<file path="config.mk">
export PLATFORM = sky130hd
export DESIGN_NAME = ecc_err_recorder
export DESIGN_NICKNAME = d
export VERILOG_FILES = /design/src/rtl/ecc_rec_pkg.sv /design/src/rtl/ecc_flag_bank.sv /design/src/rtl/ecc_log_lock_fsm.sv /design/src/rtl/ecc_log_store.sv /design/src/rtl/ecc_serr_gen.sv /design/src/rtl/ecc_err_recorder.sv
export SDC_FILE = /design/constraint.sdc
export NUM_CORES = 1
export LEC_CHECK = 0
export BUFFER_PORTS_ARGS = -buffer_cell sky130_fd_sc_hd__clkbuf_2
export CAP_MARGIN = 15
export CORE_ASPECT_RATIO = 0.8
export CORE_MARGIN = 1.5
export CORE_UTILIZATION = 40
export CTS_CLUSTER_DIAMETER = 30
export DETAILED_ROUTE_END_ITERATION = 10
export GPL_ROUTABILITY_DRIVEN = 1
export PLACE_DENSITY_LB_ADDON = 0.15
export SLEW_MARGIN = 40
export SYNTH_ARGS = -nofsm -noshare
export SYNTH_HDL_FRONTEND = slang
export SYNTH_SLANG_ARGS = --single-unit
</file>
<file path="constraint.sdc">
create_clock -name clk -period 2.25 [get_ports clk]
set_input_delay 0.225 -clock clk [delete_from_list [all_inputs] [get_ports clk]]
set_output_delay 0.225 -clock clk [all_outputs]
set_load 0.1 [all_outputs]
</file>
<file path="src/rtl/ecc_rec_pkg.sv">
package ecc_rec_pkg;

    typedef enum logic [1:0] {
        LK_OPEN = 2'd0,
        LK_SOFT = 2'd1,
        LK_HARD = 2'd2
    } lock_state_e;

    localparam int NUM_FLAGS = 2;
    localparam int FLAG_SB   = 0;
    localparam int FLAG_MB   = 1;

    localparam int A_STATUS  = 0;
    localparam int A_CMD     = 1;
    localparam int A_LOG_COL = 2;
    localparam int A_LOG_ROW = 3;
    localparam int A_LOG_BR  = 4;
    localparam int A_LOG_SYN = 5;

endpackage

</file>
<file path="src/rtl/ecc_flag_bank.sv">
module ecc_flag_bank #(
    parameter int N = 2
) (
    input  logic         clk,
    input  logic         pwrgood_n,
    input  logic         rst_n,
    input  logic [N-1:0] evt_i,
    input  logic [N-1:0] clr_i,
    output logic [N-1:0] flag_o,
    output logic [N-1:0] rise_o
);
    logic [N-1:0] flag_q;

    for (genvar i = 0; i < N; i++) begin : g_flag
        always_ff @(posedge clk) begin
            if (!pwrgood_n) flag_q[i] <= 1'b0;
            else            flag_q[i] <= evt_i[i] | (flag_q[i] & ~clr_i[i]);
        end

        assign rise_o[i] = evt_i[i] & ~flag_q[i];


        flag_sticky_chk: assert property (@(posedge clk)
            disable iff (!pwrgood_n || !rst_n)
            (flag_q[i] && !clr_i[i]) |=> flag_q[i]);
    end

    assign flag_o = flag_q;

endmodule

</file>
<file path="src/rtl/ecc_log_lock_fsm.sv">
module ecc_log_lock_fsm
    import ecc_rec_pkg::*;
(
    input  logic        clk,
    input  logic        pwrgood_n,
    input  logic        sb_evt_i,
    input  logic        mb_evt_i,
    input  logic        sb_clr_i,
    input  logic        mb_clr_i,
    input  logic        sb_flag_i,
    output lock_state_e state_o,
    output logic        load_o
);
    lock_state_e state_q, state_d;
    logic        sb_next;

    always_ff @(posedge clk) begin
        if (!pwrgood_n) state_q <= LK_OPEN;
        else            state_q <= state_d;
    end

    always_comb begin
        sb_next = (sb_flag_i & ~sb_clr_i) | sb_evt_i;
        state_d = state_q;
        unique case (state_q)
            LK_OPEN: begin
                if (mb_evt_i)      state_d = LK_HARD;
                else if (sb_evt_i) state_d = LK_SOFT;
            end
            LK_SOFT: begin
                if (mb_evt_i)                   state_d = LK_HARD;
                else if (sb_clr_i && !sb_evt_i) state_d = LK_OPEN;
            end
            LK_HARD: begin
                if (mb_clr_i && !mb_evt_i) state_d = sb_next ? LK_SOFT : LK_OPEN;
            end
            default: state_d = LK_OPEN;
        endcase
    end

    always_comb begin
        load_o = 1'b0;
        unique case (state_q)
            LK_OPEN: load_o = sb_evt_i | mb_evt_i;
            LK_SOFT: load_o = mb_evt_i;
            LK_HARD: load_o = 1'b0;
            default: load_o = 1'b0;
        endcase
    end

    assign state_o = state_q;

endmodule

</file>
<file path="src/rtl/ecc_log_store.sv">
module ecc_log_store #(
    parameter int COL_W  = 10,
    parameter int ROW_W  = 16,
    parameter int BANK_W = 3,
    parameter int RANK_W = 2,
    parameter int SYN_W  = 8
) (
    input  logic              clk,
    input  logic              pwrgood_n,
    input  logic              load_i,
    input  logic [COL_W-1:0]  col_i,
    input  logic [ROW_W-1:0]  row_i,
    input  logic [BANK_W-1:0] bank_i,
    input  logic [RANK_W-1:0] rank_i,
    input  logic [SYN_W-1:0]  syn_i,
    output logic [COL_W-1:0]  col_o,
    output logic [ROW_W-1:0]  row_o,
    output logic [BANK_W-1:0] bank_o,
    output logic [RANK_W-1:0] rank_o,
    output logic [SYN_W-1:0]  syn_o
);
    always_ff @(posedge clk) begin
        if (!pwrgood_n) begin
            col_o  <= '0;
            row_o  <= '0;
            bank_o <= '0;
            rank_o <= '0;
            syn_o  <= '0;
        end else if (load_i) begin
            col_o  <= col_i;
            row_o  <= row_i;
            bank_o <= bank_i;
            rank_o <= rank_i;
            syn_o  <= syn_i;
        end
    end

endmodule

</file>
<file path="src/rtl/ecc_serr_gen.sv">
module ecc_serr_gen #(
    parameter int N = 2
) (
    input  logic         clk,
    input  logic         rst_n,
    input  logic         pwrgood_n,
    input  logic [N-1:0] rise_i,
    input  logic [N-1:0] en_i,
    input  logic         dev_en_i,
    output logic         req_o
);
    always_ff @(posedge clk) begin
        if (!rst_n || !pwrgood_n) req_o <= 1'b0;
        else                      req_o <= dev_en_i & (|(rise_i & en_i));
    end


    serr_gated_chk: assert property (@(posedge clk)
        disable iff (!pwrgood_n || !rst_n)
        req_o |-> $past(dev_en_i));

endmodule

</file>
<file path="src/rtl/ecc_err_recorder.sv">
module ecc_err_recorder
    import ecc_rec_pkg::*;
#(
    parameter int COL_W  = 10,
    parameter int ROW_W  = 16,
    parameter int BANK_W = 3,
    parameter int RANK_W = 2,
    parameter int SYN_W  = 8,
    parameter int ADDR_W = 3
) (
    input  logic              clk,
    input  logic              rst_n,
    input  logic              pwrgood_n,
    input  logic              sb_err_i,
    input  logic              mb_err_i,
    input  logic [COL_W-1:0]  err_col_i,
    input  logic [ROW_W-1:0]  err_row_i,
    input  logic [BANK_W-1:0] err_bank_i,
    input  logic [RANK_W-1:0] err_rank_i,
    input  logic [SYN_W-1:0]  err_syn_i,
    input  logic              dev_serr_en_i,
    input  logic [ADDR_W-1:0] reg_addr_i,
    input  logic              reg_we_i,
    input  logic [15:0]       reg_wdata_i,
    output logic [15:0]       reg_rdata_o,
    output logic              serr_req_o
);
    localparam int BR_W = BANK_W + RANK_W;

    logic [NUM_FLAGS-1:0] evt, clr, flags, rise;
    logic [NUM_FLAGS-1:0] cmd_q;
    lock_state_e          lock_state;
    logic                 log_load;
    logic [COL_W-1:0]     log_col;
    logic [ROW_W-1:0]     log_row;
    logic [BANK_W-1:0]    log_bank;
    logic [RANK_W-1:0]    log_rank;
    logic [SYN_W-1:0]     log_syn;
    logic                 wr_status, wr_cmd;

    assign evt[FLAG_SB] = sb_err_i;
    assign evt[FLAG_MB] = mb_err_i;
    assign wr_status    = reg_we_i && (int'(reg_addr_i) == A_STATUS);
    assign wr_cmd       = reg_we_i && (int'(reg_addr_i) == A_CMD);
    assign clr          = wr_status ? reg_wdata_i[NUM_FLAGS-1:0] : '0;

    always_ff @(posedge clk) begin
        if (!rst_n || !pwrgood_n) cmd_q <= '0;
        else if (wr_cmd)          cmd_q <= reg_wdata_i[NUM_FLAGS-1:0];
    end

    ecc_flag_bank #(.N(NUM_FLAGS)) u_flags (
        .clk       (clk),
        .pwrgood_n (pwrgood_n),
        .rst_n     (rst_n),
        .evt_i     (evt),
        .clr_i     (clr),
        .flag_o    (flags),
        .rise_o    (rise)
    );

    ecc_log_lock_fsm u_lock (
        .clk       (clk),
        .pwrgood_n (pwrgood_n),
        .sb_evt_i  (sb_err_i),
        .mb_evt_i  (mb_err_i),
        .sb_clr_i  (clr[FLAG_SB]),
        .mb_clr_i  (clr[FLAG_MB]),
        .sb_flag_i (flags[FLAG_SB]),
        .state_o   (lock_state),
        .load_o    (log_load)
    );

    ecc_log_store #(
        .COL_W (COL_W), .ROW_W (ROW_W), .BANK_W (BANK_W),
        .RANK_W(RANK_W), .SYN_W (SYN_W)
    ) u_log (
        .clk       (clk),
        .pwrgood_n (pwrgood_n),
        .load_i    (log_load),
        .col_i     (err_col_i),
        .row_i     (err_row_i),
        .bank_i    (err_bank_i),
        .rank_i    (err_rank_i),
        .syn_i     (err_syn_i),
        .col_o     (log_col),
        .row_o     (log_row),
        .bank_o    (log_bank),
        .rank_o    (log_rank),
        .syn_o     (log_syn)
    );

    ecc_serr_gen #(.N(NUM_FLAGS)) u_serr (
        .clk       (clk),
        .rst_n     (rst_n),
        .pwrgood_n (pwrgood_n),
        .rise_i    (rise),
        .en_i      (cmd_q),
        .dev_en_i  (dev_serr_en_i),
        .req_o     (serr_req_o)
    );

    always_comb begin
        reg_rdata_o = '0;
        case (int'(reg_addr_i))
            A_STATUS:  reg_rdata_o = 16'(flags);
            A_CMD:     reg_rdata_o = 16'(cmd_q);
            A_LOG_COL: reg_rdata_o = 16'(log_col);
            A_LOG_ROW: reg_rdata_o = 16'(log_row);
            A_LOG_BR:  reg_rdata_o = 16'({log_rank, log_bank});
            A_LOG_SYN: reg_rdata_o = 16'(log_syn);
            default:   reg_rdata_o = '0;
        endcase
    end

    logic [BR_W-1:0] log_br;
    assign log_br = {log_rank, log_bank};


    hard_tracks_mb_chk: assert property (@(posedge clk)
        disable iff (!pwrgood_n || !rst_n)
        (lock_state == LK_HARD) == flags[FLAG_MB]);


    soft_hold_chk: assert property (@(posedge clk)
        disable iff (!pwrgood_n || !rst_n)
        (lock_state == LK_SOFT && !mb_err_i) |=>
            ($stable(log_col) && $stable(log_row) && $stable(log_syn) && $stable(log_br)));


    hard_freeze_chk: assert property (@(posedge clk)
        disable iff (!pwrgood_n || !rst_n)
        (lock_state == LK_HARD) |=>
            ($stable(log_col) && $stable(log_row) && $stable(log_syn) && $stable(log_br)));

endmodule

</file>
==> results.cfg <==
[sta]
layout_setup_ws_ns = 0.411
period_share_pct = 81.7
skew_ns = 0.00518
setup_violations = 0
max_freq_mhz = 544
rsz0062_at_grt = no
slew_viol_final = 0
max_slew_margin_pct = 63.3
finalHoldViolations = 0
worst_pin_slew_ns = 0.553
period_minus_slack_ns = 1.84
fin_tns_setup_ns = 0

[layout]
diodes = 0
finalNetCount = 377
design_area_mm2 = 0.00283
mostFrequentLayoutCell = nand2_1
drive_gt1_share_pct = 28.4
syn2layout_area_growth_pct = 27.2
instances_no_fill = 378
layout_common_cells = nand2_1, clkbuf_2, mux2i_1

[synthesis]
yosysWarnings = 0
ys_seq_elements = 46
synth_top_cell_area_share_pct = 41.4
syn_area_mm2 = 0.00222
synth_nets = 316
syn_area_per_cell_um2 = 8.86
synth_area_leaders = dfxtp_1, mux2i_1, nand2_1
postSynthCellCount = 251
ys_types = 34
ys_seq_area_share_pct = 41.4
yosys.area.top_type = dfxtp_1

[power_and_ir_drop]
clockPowerShare_pct = 28.0
p_int_mw = 1.27
power.total_mw = 1.80
peakVddDrop_mv = 0.263
p_per_area_mw_per_mm2 = 636
swShare_pct = 29.4
p_leak_nw = 1.34
p_seq_share_pct = 50.8
share_comb_of_total_power_pct = 21.3
p_switching_mw = 0.529

[die]
die-area_mm2 = 0.00602
initial_core_util_pct = 41.1
fp-row-count = 24
coreArea_mm2 = 0.00541
fp.dieW_um = 86.4
ios = 82
fp.dieH_um = 69.7

[global_route]
grt.total_usage_pct = 17.6
grt-busiest-layer = met1
grt-ovfl-total = 0
grt_use_met2_pct = 22.7
use_met3_pct = 3.81
use_met1_pct = 28.4
grt_pass1_vias = 1697
antenna_found_initial = 0
grt_max_degree = 52
grt_pass1_wl_mm = 8.35

[placed_design]
dpl.hpwl_mm = 3.54
routabilityCongestion = 0.745
post_dp_cell_area_mm2 = 0.00274
port_buffers = 67
dpl.cell_count = 370
pre_cts_ws_ns = 0.520

[critical_path]
required_ns = 2.03
rrSetupSlack_ns = 0.95
regToRegStartpoint = u_lock.state_o[0]$_SDFFE_PN0P_
path_class = reg2out
rr_worst_depth = 4
arrival_ns = 1.61
critPathCaptureType = primary output
startpoint_type = flip-flop
worstReg2RegEnd = u_log.col_o[3]$_SDFFE_PN0P_
crit_path_max_fanout = 4

[clocking]
clkLatencyLatePin_ns = 0.29
clock_sinks = 46
hold_buffers = 0
clock_tree.buffer_depth = 2
post_cts_buffers = 0
cts_resized = 0
cts_tree = done
numCtsBuffers = 5
clk_pin_slew_ns = 0.08
clk_root_buffer_cell = clkbuf_8
htree_levels = 2

[hold_path]
hold_start = err_col_i[4]
min_path_cells = 3
holdPathEnd = u_log.col_o[4]$_SDFFE_PN0P_
hold_class = in2reg

[run]
drv_cap = 0

[drt]
drtAntennaViolNets = 0
wl_per_cell_um = 12.8
drt_iter0_markers = 67
first_pass_iters = 4
vias = 1818
drc_errors = 0
vias_per_cell = 4.81
wl_mm = 4.83

[status]
status = finished, final reports clean
## synth_stat cells, drive strengths merged
cell type / count
o211a: 1
o2bb2ai: 3
nor2b: 3
o21ai: 3
nor4b: 1
mux2i: 56
buf: 9
nand2b: 3
nor3b: 1
o2111ai: 1
clkbuf: 8
nor4bb: 1
and3: 1
nor2: 6
nand2: 83
or3: 2
o21a: 1
o22ai: 3
dfxtp: 46
and2: 6
and4bb: 1
a21oi: 2
a22oi: 1
o221ai: 2
and3b: 1
inv: 2
a21boi: 2
a221oi: 1
and4: 1
## metal layers
layer	routed length, um	share of wire, %
met1	2660	55
met2	1880	39
met3	249	5.2
met4	42	0.87
met5	0	0
## power by group through the flow
| stage | clock [mW] | combinational [mW] | sequential [mW] |
|---|---|---|---|
| 5_1_grt | 0.562 | 0.416 | 0.922 |
| 3_5_place_dp | 0 | 0.384 | 0.932 |
| 2_1_floorplan | 0 | 0.292 | 0.918 |
| 6_report | 0.503 | 0.383 | 0.914 |
| 4_1_cts | 0.521 | 0.387 | 0.913 |
| 3_3_place_gp | 0 | 0.382 | 0.931 |
## layout make-up
| type | instances | area (um^2) |
|---|---|---|
| fillers | 528 | 2580 |
| clock buffers | 7 | 86.3 |
| inverters | 2 | 7.51 |
| well taps | 65 | 81.3 |
| repair buffers | 71 | 473 |
| flip-flops and latches | 46 | 921 |
| multi-input cells | 186 | 1250 |
| clock inverters | 1 | 5.00 |
## worst max-delay path by stage
stage                                  from             end  slack (ns)  depth (start not counted)
3_3_place_gp                  reg_addr_i[0]  reg_rdata_o[4]        0.52                          5
5_1_grt        u_flags.flag_o[0]$_SDFF_PN0_  reg_rdata_o[0]        0.32                          4
6_report       u_flags.flag_o[0]$_SDFF_PN0_  reg_rdata_o[0]        0.41                          4
2_1_floorplan                 reg_addr_i[2]  reg_rdata_o[8]        0.03                          3
4_1_cts        u_flags.flag_o[0]$_SDFF_PN0_  reg_rdata_o[0]        0.39                          4
3_5_place_dp                  reg_addr_i[0]  reg_rdata_o[4]        0.52                          5
## state kept, by name (all words and copies together) (netlist names)
signal	count
u_log.bank_o	3
u_lock.state_o	2
u_log.rank_o	2
u_flags.flag_o	2
u_serr.req_o	1
u_log.syn_o	8
cmd_q	2
u_log.row_o	16
u_log.col_o	10
## kinds of logic after synthesis
logic type	count (synthesis)	share of synthesized area, %
AOI/OAI and AO/OA	20	6.70
buffers and inverters	19	4.61
DFF	46	41.4
muxes	56	25.2
and+or+nand+nor	110	22.1
## worst max-delay path: stages, from the launching register on
cell      delay, ns
dfxtp_1        0.37
mux2i_1        0.08
or3_1          0.32
o221ai_2       0.07
clkbuf_2       0.48
## metrics by stage
step | util, % | hold WS (ns)
3_3_place_gp | 50.6 | 0.438
5_1_grt | 52.3 | 0.157
2_1_floorplan | - | 0.349
4_1_cts | 52.3 | 0.143
3_5_place_dp | 50.6 | 0.445
6_report | 52.3 | 0.149
Power figures use the tool's default switching activity.
